===== config.mk =====
export PLATFORM = sky130hd
export DESIGN_NAME = tri_shmask_unit
export DESIGN_NICKNAME = d
export VERILOG_FILES = /design/src/rtl/tri_shmask_pkg.sv /design/src/rtl/tri_shmask_decode.sv /design/src/rtl/tri_shmask_operand.sv /design/src/rtl/tri_shmask_datapath.sv /design/src/rtl/tri_shmask_unit.sv
export SDC_FILE = /design/constraint.sdc
export NUM_CORES = 1
export LEC_CHECK = 0
export ABC_AREA = 1
export BUFFER_PORTS_ARGS = -buffer_cell sky130_fd_sc_hd__clkbuf_2
export CORE_MARGIN = 10
export CORE_UTILIZATION = 52
export DETAILED_ROUTE_END_ITERATION = 10
export PLACE_DENSITY_LB_ADDON = 0.25
export REMOVE_ABC_BUFFERS = 1
export SLEW_MARGIN = 30
export SYNTH_ARGS = -nofsm -noshare
export SYNTH_HDL_FRONTEND = slang
export SYNTH_SLANG_ARGS = --single-unit
export TNS_END_PERCENT = 5

===== constraint.sdc =====
create_clock -name clk_i -period 0.8 [get_ports clk_i]
set_input_delay 0.04 -clock clk_i [delete_from_list [all_inputs] [get_ports clk_i]]
set_output_delay 0.04 -clock clk_i [all_outputs]
set_load 0.1 [all_outputs]

===== src/rtl/tri_shmask_pkg.sv =====
package tri_shmask_pkg;
  localparam int unsigned OP_W = 4;

  typedef enum logic [OP_W-1:0] {
    OP_SHR_AND = 4'b1000,
    OP_SHL_AND = 4'b1001,
    OP_SHR_OR  = 4'b1010,
    OP_SHL_OR  = 4'b1011,
    OP_AND_OR  = 4'b1100
  } tri_op_e;

  typedef enum logic [1:0] {
    PRE_SHR,
    PRE_SHL,
    PRE_AND
  } pre_sel_e;

  typedef struct packed {
    logic     legal;
    pre_sel_e pre;
    logic     merge;   // 1: OR with src3, 0: AND with src3
  } tri_ctrl_t;
endpackage


===== src/rtl/tri_shmask_decode.sv =====
module tri_shmask_decode
  import tri_shmask_pkg::*;
(
  input  logic [OP_W-1:0] op_i,
  output tri_ctrl_t       ctrl_o
);
  always_comb begin
    ctrl_o = '{legal: 1'b0, pre: PRE_AND, merge: 1'b0};
    case (op_i)
      OP_SHR_AND: ctrl_o = '{legal: 1'b1, pre: PRE_SHR, merge: 1'b0};
      OP_SHL_AND: ctrl_o = '{legal: 1'b1, pre: PRE_SHL, merge: 1'b0};
      OP_SHR_OR:  ctrl_o = '{legal: 1'b1, pre: PRE_SHR, merge: 1'b1};
      OP_SHL_OR:  ctrl_o = '{legal: 1'b1, pre: PRE_SHL, merge: 1'b1};
      OP_AND_OR:  ctrl_o = '{legal: 1'b1, pre: PRE_AND, merge: 1'b1};
      default:    ctrl_o = '{legal: 1'b0, pre: PRE_AND, merge: 1'b0};
    endcase
  end
endmodule


===== src/rtl/tri_shmask_operand.sv =====
module tri_shmask_operand #(
  parameter int unsigned DATA_W = 32,
  parameter int unsigned HALF_W = DATA_W / 2
) (
  input  logic [DATA_W-1:0] raw_i,
  input  logic              inv_i,
  input  logic              full_i,
  output logic [DATA_W-1:0] opnd_o
);
  logic [DATA_W-1:0] flipped;
  logic [DATA_W-1:0] keep_mask;

  assign flipped   = inv_i ? ~raw_i : raw_i;
  assign keep_mask = full_i ? {DATA_W{1'b1}} : {{(DATA_W-HALF_W){1'b0}}, {HALF_W{1'b1}}};
  assign opnd_o    = flipped & keep_mask;
endmodule


===== src/rtl/tri_shmask_datapath.sv =====
module tri_shmask_datapath
  import tri_shmask_pkg::*;
#(
  parameter int unsigned DATA_W = 32,
  parameter int unsigned HALF_W = DATA_W / 2,
  localparam int unsigned SH_W  = $clog2(DATA_W)
) (
  input  logic [DATA_W-1:0] a_i,
  input  logic [DATA_W-1:0] b_i,
  input  logic [DATA_W-1:0] c_i,
  input  logic              full_i,
  input  tri_ctrl_t         ctrl_i,
  output logic [DATA_W-1:0] res_o
);
  localparam logic [DATA_W-1:0] HALF_MASK = {{(DATA_W-HALF_W){1'b0}}, {HALF_W{1'b1}}};

  logic [SH_W-1:0]   shamt;
  logic [DATA_W-1:0] shr, shl, pre, comb;

  // half mode drops the top shift-amount bit
  assign shamt = full_i ? a_i[SH_W-1:0] : {1'b0, a_i[SH_W-2:0]};
  assign shr   = b_i >> shamt;
  assign shl   = b_i << shamt;

  always_comb begin
    case (ctrl_i.pre)
      PRE_SHR: pre = shr;
      PRE_SHL: pre = shl;
      default: pre = b_i & a_i;
    endcase
    comb = ctrl_i.merge ? (pre | c_i) : (pre & c_i);
    if (!full_i) comb = comb & HALF_MASK;
    res_o = ctrl_i.legal ? comb : '0;
  end
endmodule


===== src/rtl/tri_shmask_unit.sv =====
module tri_shmask_unit
  import tri_shmask_pkg::*;
#(
  parameter int unsigned DATA_W = 32,
  parameter int unsigned N_SRC  = 3
) (
  input  logic              clk_i,
  input  logic              rst_ni,
  input  logic              valid_i,
  input  logic [OP_W-1:0]   op_i,
  input  logic [DATA_W-1:0] src1_i,
  input  logic [DATA_W-1:0] src2_i,
  input  logic [DATA_W-1:0] src3_i,
  input  logic [N_SRC-1:0]  inv_i,
  input  logic              full_i,
  output logic              valid_o,
  output logic [DATA_W-1:0] result_o,
  output logic              illegal_o
);
  localparam int unsigned HALF_W = DATA_W / 2;

  logic [DATA_W-1:0] raw   [N_SRC];
  logic [DATA_W-1:0] opnd  [N_SRC];
  tri_ctrl_t         ctrl;
  logic [DATA_W-1:0] res_d;

  assign raw[0] = src1_i;
  assign raw[1] = src2_i;
  assign raw[2] = src3_i;

  for (genvar g = 0; g < N_SRC; g++) begin : g_opnd
    tri_shmask_operand #(.DATA_W(DATA_W), .HALF_W(HALF_W)) u_opnd (
      .raw_i  (raw[g]),
      .inv_i  (inv_i[g]),
      .full_i (full_i),
      .opnd_o (opnd[g])
    );
  end

  tri_shmask_decode u_dec (
    .op_i   (op_i),
    .ctrl_o (ctrl)
  );

  tri_shmask_datapath #(.DATA_W(DATA_W), .HALF_W(HALF_W)) u_dp (
    .a_i    (opnd[0]),
    .b_i    (opnd[1]),
    .c_i    (opnd[2]),
    .full_i (full_i),
    .ctrl_i (ctrl),
    .res_o  (res_d)
  );

  always_ff @(posedge clk_i or negedge rst_ni) begin
    if (!rst_ni) begin
      valid_o   <= 1'b0;
      result_o  <= '0;
      illegal_o <= 1'b0;
    end else begin
      valid_o <= valid_i;
      if (valid_i) begin
        result_o  <= res_d;
        illegal_o <= ~ctrl.legal;
      end
    end
  end
endmodule


# Word level (Yosys, flattened, before mapping)
# Index checks and enable logic that the tools add are counted.
# totals
regBits,34
# op_classes
n_bitwise,10
muxes,10
n_shift,2
n_eq_ne,6
n_reduce_logical,1
# op_table
operator,n
32-bit 2-to-1 mux,7
32-bit AND,5
32-bit inverter,3
32-bit case mux with 2 select lines,1
32-bit OR,1
32-bit by 5-bit left shift with 32-bit output,1
32-bit by 5-bit >> shifter with 32-bit output,1
4-bit equality test (second input constant),5
4-bit case mux with 5 select lines,1
5-bit 2-to-1 mux,1
2-bit by 1-bit equality test with 1-bit output (second input constant),1
2-bit zero test,1
1-bit inverter,1

# Logic depth before layout (Yosys ltp)
# Gate-level depths: netlist (run 1).
# logic_depth
ltp_word,10
ltp_mapped,18
mapped_depth_nobuf,16

# Modules after synthesis
# A second synthesis (run 1) with hierarchy kept.
# hier_totals
cells_unflattened,1472
area_unflattened_um2,7393.3
# by_module_without_submodules
mod,cells_per_inst,instances,area_per_inst_um2
tri_shmask_datapath,908,1,4403.0
tri_shmask_operand,137,3,538.0
tri_shmask_unit,142,1,1333.8
tri_shmask_decode,11,1,42.5

# Least setup slack after synthesis (run 1)
# OpenSTA, ideal clock, no wires.
# synth_timing
path_type,input -> register
start,in inv_i[1]
end,reg result_o[19]
arrival_time_ps,1366
setup_ps,120
setup_slack_ps,-685
required_ps,680
stages,18
n_path_buf,2
path_cell_list,buf_2 inv_2 buf_2 nand2_1 nand3_1 nand2_1 nand2_1 nand2_1 nand2_1 nand2_1 nand3_1 nand2_1 a21oi_1 nand2_1 nand2_1 nand2_1 nand2_1 nand2_1
# synth_between
elab_chain_cells,8
elab_cells_between_ends,11
cone_classes,2 x shift; 5 x mux; 4 x bitwise
# synth_lines
element,line,source
start: declaration,tri_shmask_unit.sv:14,"input logic [N_SRC-1:0] inv_i,"
32-bit 2-to-1 mux (*),tri_shmask_operand.sv:13,assign flipped = inv_i ? ~raw_i : raw_i;
32-bit AND (*),tri_shmask_operand.sv:15,assign opnd_o = flipped & keep_mask;
"32-bit by 5-bit left shift with 32-bit output, or another cell as far along",tri_shmask_datapath.sv:23,assign shl = b_i << shamt;
32-bit case mux with 2 select lines (*),tri_shmask_datapath.sv:26,case (ctrl_i.pre)
32-bit AND or 32-bit OR (tied branches),tri_shmask_datapath.sv:31,comb = ctrl_i.merge ? (pre | c_i) : (pre & c_i);
32-bit 2-to-1 mux (*),tri_shmask_datapath.sv:31,
32-bit 2-to-1 mux (*),tri_shmask_datapath.sv:32,if (!full_i) comb = comb & HALF_MASK;
32-bit 2-to-1 mux (*),tri_shmask_datapath.sv:33,res_o = ctrl_i.legal ? comb : '0;
end signal: assignment,tri_shmask_unit.sv:62,result_o <= res_d;
end: declaration,tri_shmask_unit.sv:17,"output logic [DATA_W-1:0] result_o,"
# Mark *: on every way between the ends. The rest lies on a longest branch, timed or not.
# A chain may end at the register's enable or synchronous reset.

# Final worst setup path (run 1)
# layout_timing
start,in inv_i[0]
end,reg result_o[28]
# layout_between
elab_chain_cells,9
elab_cells_between_ends,12
cone_classes,2 x shift; 6 x mux; 4 x bitwise
# layout_lines
element,line,source
32-bit 2-to-1 mux (*),tri_shmask_operand.sv:13,
32-bit AND (*),tri_shmask_operand.sv:15,
5-bit 2-to-1 mux,tri_shmask_datapath.sv:21,"assign shamt = full_i ? a_i[SH_W-1:0] : {1'b0, a_i[SH_W-2:0]};"
32-bit by 5-bit left shift with 32-bit output or 32-bit by 5-bit >> shifter with 32-bit output (tied branches),"tri_shmask_datapath.sv:23, tri_shmask_datapath.sv:22",
32-bit case mux with 2 select lines (*),tri_shmask_datapath.sv:26,
32-bit AND or 32-bit OR (tied branches),tri_shmask_datapath.sv:31,
32-bit 2-to-1 mux (*),tri_shmask_datapath.sv:31,
32-bit 2-to-1 mux (*),tri_shmask_datapath.sv:32,
32-bit 2-to-1 mux (*),tri_shmask_datapath.sv:33,
# Marks and branches as above.

==> results.cfg, run 1 <==
[run_status]
outcome = finished, violations left
violations = setup timing

[global_routing]
grt_pass1_vias = 10040
grt_pass1_wl_mm = 53.00
grt_max_degree = 47
antenna_found_initial = 0
grt-ovfl-total = 0
grt_usage = 0.3650

[cells_and_area]
area_growth_pct = 56.23
diodes = 0
layout.nets = 1670
final_design_area_no_fill_mm2 = 0.01049
layoutNonFillerInstCount = 1736
drive_gt1_frac = 0.3216

[worst_setup_path]
worstSetupPathType = primary input to flop
cp.arrival_ps = 1940
cp-end-kind = flop
worstSetupStartpointType = primary input
required_ps = 1000
crit_path_max_fanout = 23

[pwr]
comb_power_share = 0.692
p_sw_w = 0.006583
pwr-share-clk = 0.163
leakagePower_nw = 5.535
switching_share = 0.5007
powerDensity_mw_per_mm2 = 1254
power_w = 0.01315
pwr-share-seq = 0.145
ir_worst_vdd_uv = 1086
p_int_w = 0.006565

[synthesis]
ys_types = 32
synth_top_family_by_area = simple AND/OR/NAND/NOR gates
yosysWarnings = 0
synth_area_mm2 = 0.006711
ys_async_sr_fraction = 1.000
synth_xor_area_frac = 0.06357
ys.flop_type = dfrtp_1
synth-seq-cells = 34
syn_avg_cell_area_um2 = 5.088
synth_compound_area_frac = 0.08576
synth_edf_count = 0
yosysSeqAreaShare = 0.1268
synthAdderAreaFrac = 0
synth_simple_gate_area_frac = 0.6251
synth_mux_area_frac = 0
synth_cells = 1319

[sta]
setup_violations = 67
setup_ws_ps = -940.5
holdWs_ps = 135.0
relSlewSlack = 0.6804
worstMarginPinSlew_ps = 478.0
finalHoldViolCount = 0
clock_skew_ps = 0
setup_tns_ps = -31770
fmax_mhz = 574.5
slew_viol_final = 0
fin_crit_sh = 2.176
min_period_ps = 1741
rsz0062_at_grt = true

[floorplan]
die_x_um = 133.6
core_mm2 = 0.01262
start_util = 0.5318
ios = 141
die_area_mm2 = 0.01785
num_rows = 41
fp.dieH_um = 133.6

[min_path]
min_path_type = primary input to flop

[drt]
routedWlPerCell_um = 20.71
via_per_inst = 6.225
firstDrtPassIters = 9
drtIter0Drc = 1709
totalWireLength_mm = 35.95
drtAntennaViolNets = 0
vias = 10810
route.detailed.drc = 0

[clock_tree]
path_clk_slew_ps = 60
cts_buffer_depth = 2
cts_sinks = 34
cts_tree = yes
insertion_delay_ps = 300
cts-root-buf = clkbuf_16
cts_inserted_buffers = 5
h-tree-depth = 2

[place]
gp_congestion = 1.034
port_buffers = 140
placedCellCount = 1707
dpl_cell_area_mm2 = 0.009280
place_hpwl_mm = 24.19

[run]
max-cap-violations = 0
==> metal layers <==
metal  share of wire  GRT usage
met1            0.34     0.4221
met2            0.44     0.5966
met4           0.082     0.2134
met5               0          0
met3            0.13    0.09323
==> per-stage QoR <==
step	setup slack, ps	utilization
floorplan	-4107	-
global placement	-1207	0.7354
detailed placement	-1256	0.7354
CTS	-759.7	0.8147
global route	-1039	0.8309
finish	-940.5	0.8309
==> final timing paths <==
path,start,end,slack [ps],cells past startpoint
min reg2reg,result_o[7],result_o[7],540,2
max reg2reg,result_o[22],result_o[22],100,2
min,src3_i[15],result_o[15],130,6
max in group asynchronous,rst_ni,result_o[5],120,3
min in group asynchronous,rst_ni,result_o[30],180,2
max,inv_i[0],result_o[28],-940,16
==> registers in the layout, summed over array words and instances, names as in the netlist <==
register	count
illegal_o	1
result_o	32
valid_o	1
==> final cells by class <==
cell class | count | area (µm²)
clock buffer | 7 | 142.6
clock inverter | 1 | 5.005
fill | 841 | 2135
inverter | 67 | 266.5
multi-input combinational | 1132 | 5889
sequential | 34 | 853.3
tap | 172 | 215.2
timing repair buffer | 323 | 3113
==> placed cells by master, fill, tap and decap left out, drive strengths merged <==
cell type	count
o32ai	2
buf	212
o211ai	1
a31oi	7
nand2	533
nand3	343
dfrtp	34
inv	62
nand4	15
bufbuf	1
a21oi	44
or2	16
clkinv	6
nor2	70
o22ai	1
clkbuf	115
xor2	14
o31ai	3
xnor2	33
dlygate4sd3	2
o21ai	50
==> worst max-delay path, cell delays in order <==
cell       delay [ps]
clkbuf_16         130
buf_12            140
buf_12            120
xnor2_4           220
buf_4             190
clkbuf_16         220
buf_4             160
nand3_1            70
nand3_1           100
nand3_1           130
nand3_1           100
nand2_1           100
nand2_1            70
nand2_1            50
nand2_1            50
nand2_1            40
==> cells in the mapped netlist, types with 2 or more instances <==
| cell type | n | area, µm² |
|---|---|---|
| nand3_1 | 343 | 1717 |
| clkbuf_1 | 38 | 142.6 |
| a21oi_1 | 43 | 215.2 |
| nand2_2 | 3 | 18.77 |
| o21ai_0 | 34 | 170.2 |
| nand4_1 | 15 | 93.84 |
| nand2_1 | 528 | 1982 |
| inv_1 | 54 | 202.7 |
| dfrtp_1 | 34 | 850.8 |
| nor2_1 | 68 | 255.2 |
| buf_1 | 6 | 22.52 |
| a31oi_1 | 7 | 43.79 |
| xor2_1 | 13 | 113.9 |
| o31ai_1 | 3 | 22.52 |
| buf_2 | 32 | 160.2 |
| clkinv_1 | 5 | 18.77 |
| o32ai_1 | 2 | 17.52 |
| xnor2_1 | 32 | 280.3 |
| inv_2 | 8 | 30.03 |
| buf_4 | 10 | 75.07 |
| o21ai_1 | 15 | 75.07 |
| or2_2 | 16 | 100.1 |
==> cell families (layout without fill, tap and decap cells) <==
kind of cell              count (synthesis)  in the layout
and+or+nand+nor                         976            977
xor gates and xnor gates                 47             47
DFF                                      34             34
AOI/OAI and AO/OA                       108            108
buffers and inverters                   154            398
==> power by group through the flow <==
stage | Clock [W] | Combinational, W | Sequential (W)
after floorplan | 0 | 0.00365 | 0.00248
after global placement | 0 | 0.00748 | 0.00193
after detailed placement | 0 | 0.00758 | 0.00193
after CTS | 0.00210 | 0.00839 | 0.00190
after global routing | 0.00219 | 0.00962 | 0.00191
final | 0.00214 | 0.00910 | 0.00190
==> timing repair <==
action                                  in CTS  in global routing
hold endpoints to repair                    35                  0
hold buffers                                 2                  0
gates cloned                                 7                  2
resized for setup                          151                 39
pin swaps                                   38                 14
endpoints found under the setup margin      67                 67
setup buffers                                9                  2
No activity file was read; power rests on OpenSTA's default activity.
==> inputs of run 2 (changes only) <==
--- a/config.mk
+++ b/config.mk
@@ -7,8 +7,10 @@
 export LEC_CHECK = 0
 export ABC_AREA = 1
 export BUFFER_PORTS_ARGS = -buffer_cell sky130_fd_sc_hd__clkbuf_2
+export CELL_PAD_IN_SITES_DETAIL_PLACEMENT = 1
+export CELL_PAD_IN_SITES_GLOBAL_PLACEMENT = 2
 export CORE_MARGIN = 10
-export CORE_UTILIZATION = 52
+export CORE_UTILIZATION = 25
 export DETAILED_ROUTE_END_ITERATION = 10
 export PLACE_DENSITY_LB_ADDON = 0.25
 export REMOVE_ABC_BUFFERS = 1
==> results.cfg, run 2 (synthesis results as in run 1) <==
[run_status]
outcome = finished, violations left
violations = setup timing

[pwr]
powerDensity_mw_per_mm2 = 1225
switching_share = 0.5063
power_w = 0.01416
p_int_w = 0.006989
p_sw_w = 0.007167
comb_power_share = 0.719
ir_worst_vdd_uv = 658.0
pwr-share-clk = 0.147
pwr-share-seq = 0.135
leakagePower_nw = 5.884

[sta]
worstMarginPinSlew_ps = 506.2
rsz0062_at_grt = true
holdWs_ps = 141.1
setup_ws_ps = -921.3
relSlewSlack = 0.6596
slew_viol_final = 0
clock_skew_ps = 0
fin_crit_sh = 2.152
finalHoldViolCount = 0
fmax_mhz = 580.9
min_period_ps = 1721
setup_violations = 67

[worst_setup_path]
worstSetupPathType = primary input to flop
path_common_cell = nand2_1
critical-path-slowest-cell = xnor2_4
critPathBufInv = 6
slowest_delay_ps = 270
worstSetupStartpointType = primary input
crit_path_max_fanout = 10
cp-end-kind = flop
cp_top_family = buffers and inverters
path_cells = clkbuf_16, buf_6, xnor2_4, buf_12, buf_6, buf_16, nand3_2, nand3_2, nand2_1, o21ai_1, buf_4, nand2_2, nand2_2, nand2_1, nand2_1, nand2_1
cp.arrival_ps = 1900
required_ps = 980

[clock_tree]
cts_tree = yes
cts_inserted_buffers = 5
h-tree-depth = 2
insertion_delay_ps = 290
cts_sinks = 34
path_clk_slew_ps = 60
cts_buffer_depth = 2
cts-root-buf = clkbuf_16

[floorplan]
fp.dieH_um = 183.8
start_util = 0.2561
core_mm2 = 0.02621
num_rows = 59
die_x_um = 183.8
die_area_mm2 = 0.03380
ios = 141

[cells_and_area]
final_core_util = 0.4410
final_common_cell = nand2_1
fillCellCount = 3436
area_growth_pct = 72.19
layout.nets = 1711
drive_gt1_frac = 0.4162
multiInputGateArea_mm2 = 0.006442
largest_register_ff_count = 32
layoutNonFillerInstCount = 1940
top_regs = result_o: 32 flops, illegal_o: 1 flops, valid_o: 1 flops
mostFrequentLayoutCells = nand2_1, nand3_1, buf_4
top_register = result_o
diodes = 0
regArea_um2 = 854.6

[drt]
via_per_inst = 5.264
drtAntennaViolNets = 0
firstDrtPassIters = 5
routedWlPerCell_um = 21.34
totalWireLength_mm = 41.41
route.detailed.drc = 0
vias = 10210
drtIter0Drc = 653

[place]
placedCellCount = 1905
gp_congestion = 0.9668
place_hpwl_mm = 31.30
port_buffers = 140

[global_routing]
grt_pass1_wl_mm = 62.88
antenna_found_initial = 0
grt_pass1_vias = 10760
grt_usage = 0.2368
grt-ovfl-total = 0
grt_max_degree = 37

[run]
max-cap-violations = 0

[min_path]
min_path_type = primary input to flop
## run 2: cell count changes in the layout (fill, tap and decap cells not counted), sizes merged
cell | before | now
buf | 212 | 253
bufbuf | 1 | 2
clkbuf | 115 | 114
## run 2: repair_timing
action / in CTS / in global routing
setup buffers: 16 / 2
setup endpoints to repair: 67 / 67
hold buffers: 2 / 0
gates cloned: 7 / 2
resized for setup: 234 / 100
pin swaps: 47 / 23
hold endpoints to repair: 35 / 0
## run 2: tightest hold or removal path, stage by stage
cell and delay, ps:
clkbuf_2 80, xor2_1 70, nand2_1 60, nand2_1 50
nand2_1 50, nand2_1 40
## run 2: power by group through the flow
stage,combinational [W],sequential [W],clock [W]
floorplan,0.00365,0.00248,0
global placement,0.00820,0.00193,0
detailed placement,0.00828,0.00193,0
CTS,0.00961,0.00191,0.00210
global route,0.0109,0.00192,0.00219
finish,0.0102,0.00191,0.00208
## run 2: stage by stage
stage                     instance area, µm²  TNS (ps)  worst slack, ps
after floorplan                         6300   -134790            -4107
after global placement                  9692    -40810            -1401
after detailed placement                9692    -42020            -1398
after CTS                              11160    -30650           -838.5
after global routing                   11560    -35800            -1019
final                                  11560    -31450           -921.3
## run 2: worst paths after layout
kind	from	end	slack [ps]	depth (start not counted)
worst max register to register	result_o[21]	result_o[21]	100	2
worst max-delay path	inv_i[0]	result_o[18]	-920	16
worst min register to register	result_o[17]	result_o[17]	540	2
worst min-delay path	src3_i[15]	result_o[15]	140	6
min in group asynchronous	rst_ni	result_o[18]	240	3
max in group asynchronous	rst_ni	result_o[5]	320	3
## run 2: layout make-up
class                      count  area share
clock buffer                   7     0.01234
clock inverter                 1   0.0004331
inverter                      67     0.02252
multi-input combinational   1132      0.5575
sequential                    34     0.07395
tap                          335     0.03627
timing repair buffer         364      0.2970
## run 2: routing by layer
metal / part of all wire / GRT usage / wire length (µm) / up-vias
li1: - / - / - / 4909
met1: 0.43 / 0.2937 / 17880 / 4941
met2: 0.49 / 0.4181 / 20290 / 288
met3: 0.042 / 0.02668 / 1749 / 74
met4: 0.036 / 0.07211 / 1480 / 0
met5: 0 / 0 / 0 / -
